$ cat src/rtl/mdio_slv_pkg.sv
package mdio_slv_pkg;

   typedef enum logic [2:0] {
      S_PRE,
      S_START,
      S_HDR,
      S_RD_TA,
      S_RD_DATA,
      S_WR_TA,
      S_WR_DATA
   } frame_st_e;

   localparam logic [1:0] OP_READ  = 2'b10;
   localparam logic [1:0] OP_WRITE = 2'b01;

endpackage

$ cat src/rtl/mdio_slv_bank.sv
module mdio_slv_bank #(
   parameter int REG_AW         = 5,
   parameter int DATA_W         = 16,
   parameter bit CLEAR_ON_RESET = 1'b1
) (
   input  logic              mdc,
   input  logic              rst_n,
   input  logic              we,
   input  logic [REG_AW-1:0] waddr,
   input  logic [DATA_W-1:0] wdata,
   input  logic [REG_AW-1:0] raddr,
   output logic [DATA_W-1:0] rdata
);
   localparam int DEPTH = 1 << REG_AW;

   logic [DATA_W-1:0] mem [DEPTH];

   generate
      if (CLEAR_ON_RESET) begin : g_clr
         always_ff @(posedge mdc or negedge rst_n) begin
            if (!rst_n) begin
               for (int i = 0; i < DEPTH; i++) mem[i] <= '0;
            end else if (we) begin
               mem[waddr] <= wdata;
            end
         end
      end else begin : g_noclr
         always_ff @(posedge mdc) begin
            if (we) mem[waddr] <= wdata;
         end
      end
   endgenerate

   assign rdata = mem[raddr];

endmodule

$ cat src/rtl/mdio_slv_frame.sv
module mdio_slv_frame
   import mdio_slv_pkg::*;
#(
   parameter int PHY_AW  = 5,
   parameter int REG_AW  = 5,
   parameter int DATA_W  = 16,
   parameter int PRE_MIN = 32
) (
   input  logic              mdc,
   input  logic              rst_n,
   input  logic              mdio_i,
   input  logic [PHY_AW-1:0] phy_addr,
   output logic [REG_AW-1:0] rd_addr,
   input  logic [DATA_W-1:0] rd_data,
   output logic              tx_en,
   output logic              tx_bit,
   output logic              wr_stb,
   output logic [REG_AW-1:0] wr_addr,
   output logic [DATA_W-1:0] wr_data
);
   localparam int HDR_W = 2 + PHY_AW + REG_AW;
   localparam int MAXB  = (HDR_W > DATA_W) ? HDR_W : DATA_W;
   localparam int CNT_W = $clog2(MAXB + 1);
   localparam int PRE_W = $clog2(PRE_MIN + 1);

   frame_st_e         st;
   logic [PRE_W-1:0]  ones;
   logic [CNT_W-1:0]  bcnt;
   logic [HDR_W-2:0]  hdr;
   logic [REG_AW-1:0] reg_q;
   logic [DATA_W-1:0] sh;
   logic              stb_q;
   logic [DATA_W-1:0] wd_q;

   logic [HDR_W-1:0]  hdr_nx;
   logic [1:0]        op_nx;
   logic              phy_hit;

   assign hdr_nx  = {hdr, mdio_i};
   assign op_nx   = hdr_nx[HDR_W-1 -: 2];
   assign phy_hit = (hdr_nx[REG_AW +: PHY_AW] == phy_addr);
   assign rd_addr = hdr_nx[REG_AW-1:0];

   always_ff @(posedge mdc or negedge rst_n) begin
      if (!rst_n) begin
         st    <= S_PRE;
         ones  <= '0;
         bcnt  <= '0;
         hdr   <= '0;
         reg_q <= '0;
         sh    <= '0;
         stb_q <= 1'b0;
         wd_q  <= '0;
      end else begin
         stb_q <= 1'b0;
         case (st)
            S_PRE: begin
               if (mdio_i) begin
                  if (ones != PRE_W'(PRE_MIN)) ones <= ones + 1'b1;
               end else begin
                  if (ones == PRE_W'(PRE_MIN)) st <= S_START;
                  ones <= '0;
               end
            end
            S_START: begin
               bcnt <= '0;
               st   <= mdio_i ? S_HDR : S_PRE;
            end
            S_HDR: begin
               hdr  <= hdr_nx[HDR_W-2:0];
               bcnt <= bcnt + 1'b1;
               if (bcnt == CNT_W'(HDR_W - 1)) begin
                  bcnt  <= '0;
                  reg_q <= hdr_nx[REG_AW-1:0];
                  if (phy_hit && op_nx == OP_READ) begin
                     st <= S_RD_TA;
                     sh <= rd_data;
                  end else if (phy_hit && op_nx == OP_WRITE) begin
                     st <= S_WR_TA;
                  end else begin
                     st <= S_PRE;
                  end
               end
            end
            S_RD_TA, S_WR_TA: begin
               bcnt <= bcnt + 1'b1;
               if (bcnt == CNT_W'(1)) begin
                  bcnt <= '0;
                  st   <= (st == S_RD_TA) ? S_RD_DATA : S_WR_DATA;
               end
            end
            S_RD_DATA: begin
               sh   <= {sh[DATA_W-2:0], 1'b0};
               bcnt <= bcnt + 1'b1;
               if (bcnt == CNT_W'(DATA_W - 1)) begin
                  bcnt <= '0;
                  st   <= S_PRE;
               end
            end
            S_WR_DATA: begin
               sh   <= {sh[DATA_W-2:0], mdio_i};
               bcnt <= bcnt + 1'b1;
               if (bcnt == CNT_W'(DATA_W - 1)) begin
                  bcnt  <= '0;
                  stb_q <= 1'b1;
                  wd_q  <= {sh[DATA_W-2:0], mdio_i};
                  st    <= S_PRE;
               end
            end
            default: st <= S_PRE;
         endcase
      end
   end

   assign tx_en   = (st == S_RD_TA && bcnt == CNT_W'(1)) || (st == S_RD_DATA);
   assign tx_bit  = (st == S_RD_DATA) && sh[DATA_W-1];
   assign wr_stb  = stb_q;
   assign wr_addr = reg_q;
   assign wr_data = wd_q;

   // the write strobe lasts exactly one cycle
   a_r6_single_strobe: assert property (@(posedge mdc) disable iff (!rst_n)
      wr_stb |=> !wr_stb);

   // a start bit is only taken after a saturated run of ones
   a_r2_preamble_len: assert property (@(posedge mdc) disable iff (!rst_n)
      (st == S_START) |-> ($past(st) == S_PRE && $past(ones) == PRE_W'(PRE_MIN)));

endmodule

$ cat src/rtl/mdio_slv_drive.sv
module mdio_slv_drive #(
   parameter int DATA_W = 16
) (
   input  logic mdc,
   input  logic rst_n,
   input  logic tx_en,
   input  logic tx_bit,
   output logic mdio_o,
   output logic mdio_oe
);
   localparam int RUN_W = $clog2(DATA_W + 3);

   always_ff @(negedge mdc or negedge rst_n) begin
      if (!rst_n) begin
         mdio_o  <= 1'b0;
         mdio_oe <= 1'b0;
      end else begin
         mdio_o  <= tx_en & tx_bit;
         mdio_oe <= tx_en;
      end
   end

   // checker: count consecutive falling edges with the driver on
   logic [RUN_W-1:0] oe_run;
   always_ff @(negedge mdc or negedge rst_n) begin
      if (!rst_n)       oe_run <= '0;
      else if (mdio_oe) oe_run <= oe_run + 1'b1;
      else              oe_run <= '0;
   end

   // the first driven bit of a read is the turnaround zero
   a_r7_ta_zero: assert property (@(negedge mdc) disable iff (!rst_n)
      $rose(mdio_oe) |-> !mdio_o);

   // the drive window never exceeds turnaround plus data
   a_r9_oe_bounded: assert property (@(negedge mdc) disable iff (!rst_n)
      oe_run <= RUN_W'(DATA_W + 1));

endmodule

$ cat src/rtl/mdio_slv.sv
module mdio_slv #(
   parameter int PHY_AW         = 5,
   parameter int REG_AW         = 5,
   parameter int DATA_W         = 16,
   parameter int PRE_MIN        = 32,
   parameter bit CLEAR_ON_RESET = 1'b1
) (
   input  logic              mdc,
   input  logic              rst_n,
   input  logic [PHY_AW-1:0] phy_addr,
   input  logic              mdio_i,
   output logic              mdio_o,
   output logic              mdio_oe,
   output logic              wr_stb,
   output logic [REG_AW-1:0] wr_addr,
   output logic [DATA_W-1:0] wr_data
);
   generate
      if (DATA_W < 2) begin : g_bad_dw
         $error("mdio_slv: DATA_W must be at least 2");
      end
      if (PHY_AW < 1 || REG_AW < 1) begin : g_bad_aw
         $error("mdio_slv: address widths must be at least 1");
      end
      if (PRE_MIN < 1) begin : g_bad_pre
         $error("mdio_slv: PRE_MIN must be at least 1");
      end
   endgenerate

   logic [REG_AW-1:0] rd_addr;
   logic [DATA_W-1:0] rd_data;
   logic              tx_en;
   logic              tx_bit;

   mdio_slv_frame #(
      .PHY_AW (PHY_AW),
      .REG_AW (REG_AW),
      .DATA_W (DATA_W),
      .PRE_MIN(PRE_MIN)
   ) u_frame (
      .mdc     (mdc),
      .rst_n   (rst_n),
      .mdio_i  (mdio_i),
      .phy_addr(phy_addr),
      .rd_addr (rd_addr),
      .rd_data (rd_data),
      .tx_en   (tx_en),
      .tx_bit  (tx_bit),
      .wr_stb  (wr_stb),
      .wr_addr (wr_addr),
      .wr_data (wr_data)
   );

   mdio_slv_bank #(
      .REG_AW        (REG_AW),
      .DATA_W        (DATA_W),
      .CLEAR_ON_RESET(CLEAR_ON_RESET)
   ) u_bank (
      .mdc  (mdc),
      .rst_n(rst_n),
      .we   (wr_stb),
      .waddr(wr_addr),
      .wdata(wr_data),
      .raddr(rd_addr),
      .rdata(rd_data)
   );

   mdio_slv_drive #(
      .DATA_W(DATA_W)
   ) u_drive (
      .mdc    (mdc),
      .rst_n  (rst_n),
      .tx_en  (tx_en),
      .tx_bit (tx_bit),
      .mdio_o (mdio_o),
      .mdio_oe(mdio_oe)
   );

   // a reported write never coincides with the responder driving the line
   a_r5_no_drive_on_write: assert property (@(posedge mdc) disable iff (!rst_n)
      wr_stb |-> !mdio_oe);

endmodule

$ cat config.mk
export PLATFORM = sky130hd
export DESIGN_NAME = mdio_slv
export DESIGN_NICKNAME = d
export VERILOG_FILES = /design/src/rtl/mdio_slv_pkg.sv /design/src/rtl/mdio_slv_bank.sv /design/src/rtl/mdio_slv_frame.sv /design/src/rtl/mdio_slv_drive.sv /design/src/rtl/mdio_slv.sv
export SDC_FILE = /design/constraint.sdc
export NUM_CORES = 1
export LEC_CHECK = 0
export ABC_CLOCK_PERIOD_IN_PS = 6100
export BUFFER_PORTS_ARGS = -buffer_cell sky130_fd_sc_hd__buf_4
export CAP_MARGIN = 40
export CORE_UTILIZATION = 68
export CTS_CLUSTER_DIAMETER = 150
export DETAILED_ROUTE_END_ITERATION = 6
export HOLD_SLACK_MARGIN = 0.1
export PLACE_DENSITY = 0.91
export SLEW_MARGIN = 40
export SYNTH_ARGS = -nofsm -noshare
export SYNTH_HDL_FRONTEND = slang
export SYNTH_SLANG_ARGS = --single-unit
export TNS_END_PERCENT = 1
$ cat constraint.sdc
create_clock -name mdc -period 6.1 [get_ports mdc]
set_clock_uncertainty 0.1 [all_clocks]
set_input_delay 1.83 -clock mdc [delete_from_list [all_inputs] [get_ports mdc]]
set_output_delay 1.83 -clock mdc [all_outputs]
set_load 0.01 [all_outputs]
==> metrics <==
Post-CTS Setup Inserts=0; CP max-delay cell=dfrtn_1; IO Port Bufs=31; Pleak=13.7 nW; delay-heaviest family, CP=flip-flops; Post-route DRC=0; Buf/Inv on CP=1; DRT Pass-1 Iters=7; die area=0.0392 mm²; Initial Utilization=0.692; Row Count=71; startpoint type of the worst setup path=flip-flop; Seq/Total Area, Yosys=0.552; initial DRC count=1419; #FFs+latches synth=577; Clock Sinks=577; run status=completed; total core area=0.0378 mm²; syn_area_per_cell=14.9 µm²; reg2reg path depth=3; final WL=63300 µm; WL/cell=27.5 µm; RSZ-0062 raised after global routing=true; DP HPWL=36400 µm; vias in the first global route=16500; H-tree depth=2; reg-to-reg endpoint=u_drive.mdio_o; most common cell after layout, fill and taps aside=dfrtp_1; Antenna diodes=0; Peak VDD IR=0.288 mV; Power Density=262 mW/mm²; total vias in the final route=15800; Worst setup EP type=output pin; CTS clock-pin slew for the worst setup and hold paths=0.06 ns; commonest non-fill, non-tap cells in the layout=dfrtp_1, mux2_2, mux4_2; initial antenna violation count=0; final RePlAce weighted congestion=0.834; Post-Syn Nets=1774; maxcap violations=0; pin count of the biggest net entering global routing=174; cts bufs inserted=56; Slew Viols, Final=0; Bufs on Longest Clock Path=3; synth-to-layout area growth=9.92%; Post-Synthesis Cells=1760; Worst EP required=4.17 ns; DRT antenna net count=0; EDFF count, synth=0; Hold Path Sink=u_bank.mem[377]; Most used DFF post-synth=dfrtp_1; clock latency on the worst-skew pair=0.61 ns; die height=198 µm; Hold Crit Class=flip-flop to flip-flop; Crit Path Class=flip-flop to output pin; vias per inst=6.86; worst-path fanout max=1; CTS tree=done; slew margin rel.=0.441; hold depth=1; hold buffers post-CTS=0; CP max stage delay=0.39 ns; worst-margin pin slew=0.839 ns; fraction of registers with async set/reset=1.00; placed instance area=0.0268 mm²; Total GRT Usage=0.338; r2r startpoint=u_frame.st[0]; final setup fails=0; PostCTS Resize Cnt=0; Synth Cell Area=0.0261 mm²; Top Ports=32; setup TNS=0 ns; post-synth cell types=58; final hold violation count=0; CP arrival=4.13 ns; Nets=1759; GRT overflow=0; Clock Tree Root=clkbuf_16; share of layout cells above drive strength 1=0.477; first-pass GRT wire length=97900 µm; fin area=0.0287 mm²; HP Start=u_bank.mem[377]; Ys Warns=0; worst-path cell chain=buf_4; flop2flop setup slack=1.50 ns; die width=198 µm
metal layers:
metal,global-route usage,up-vias,wire length [µm]
met5,0,-,0
met4,0.140,0,2410
met3,0.0799,184,5160
met2,0.522,768,30400
met1,0.469,8368,25300
li1,-,6470,-
area by class of cell:
cell class	count	area, µm²
Fill cell	2022	9020
Tap cell	511	639
Clock buffer	88	1720
Timing Repair Buffer	75	688
Clock inverter	16	110
Sequential cell	577	14500
Inverter	11	41.3
Multi-Input combinational cell	1024	11100
kinds of logic (layout without fill, tap and decap cells):
kind of cell,after synthesis,in the layout,synth area share
xor+xnor,8,8,0.00268
fa+ha+maj,6,6,0.00287
buf+inv,159,190,0.0269
compound gates,123,123,0.0301
flops,577,577,0.552
mux,690,690,0.347
simple gates,197,197,0.0378
worst max-delay path by stage:
stage,cells after the start,to,startpoint
6_report,1,mdio_oe,u_drive.mdio_oe
5_1_grt,1,mdio_oe,u_drive.mdio_oe
4_1_cts,1,mdio_oe,u_drive.mdio_oe
3_5_place_dp,1,mdio_oe,u_drive.mdio_oe
3_3_place_gp,1,mdio_oe,u_drive.mdio_oe
2_1_floorplan,0,mdio_o,u_drive.mdio_o
power breakdown:
group | switching [mW] | total (mW) | internal [mW]
sequential | 0.0365 | 3.87 | 3.84
clock | 1.45 | 3.42 | 1.97
combinational | 0.153 | 0.234 | 0.0813
metrics by stage:
| step | utilization | power (mW) | worst slack, ns | std cells | hold slack (ns) |
|---|---|---|---|---|---|
| floorplan | - | 4.06 | 0.708 | 1760 | 0.352 |
| global placement | 0.708 | 4.17 | 0.637 | 2195 | 0.365 |
| detailed placement | 0.710 | 4.17 | 0.637 | 2195 | 0.380 |
| CTS | 0.759 | 7.56 | 0.00493 | 2299 | 0.395 |
| global route | 0.761 | 7.74 | -0.0130 | 2302 | 0.410 |
| finish | 0.761 | 7.53 | 0.0373 | 2302 | 0.391 |
cell usage after synthesis, drive strengths merged, types with 3 or more instances:
| cell type | count | share of area |
|---|---|---|
| a2111oi | 5 | 0.0017 |
| a21oi | 20 | 0.0038 |
| a22oi | 3 | 0.00086 |
| a31oi | 15 | 0.0036 |
| buf | 51 | 0.011 |
| clkbuf | 97 | 0.014 |
| dfrtp | 575 | 0.55 |
| ha | 6 | 0.0029 |
| inv | 11 | 0.0016 |
| mux2 | 545 | 0.23 |
| mux2i | 26 | 0.010 |
| mux4 | 119 | 0.10 |
| nand2 | 57 | 0.0082 |
| nand2b | 6 | 0.0014 |
| nand3 | 25 | 0.0048 |
| nand3b | 7 | 0.0020 |
| nand4 | 6 | 0.0014 |
| nor2 | 54 | 0.0085 |
| nor2b | 12 | 0.0032 |
| nor3 | 5 | 0.00096 |
| nor3b | 7 | 0.0020 |
| o21ai | 19 | 0.0036 |
| o22a | 4 | 0.0013 |
| o22ai | 42 | 0.010 |
| or3b | 3 | 0.0010 |
| xnor2 | 4 | 0.0013 |
| xor2 | 4 | 0.0013 |
sequential cells by signal, indices dropped and copies added (netlist names):
name / count
u_frame.st: 3
u_frame.wr_data: 16
u_frame.hdr: 11
u_frame.wr_addr: 5
u_frame.wr_stb: 1
u_frame.ones: 6
u_frame.bcnt: 5
u_bank.mem: 512
u_frame.sh: 16
u_drive.mdio_o: 1
u_drive.mdio_oe: 1
No activity file was read; power rests on OpenSTA's default activity.
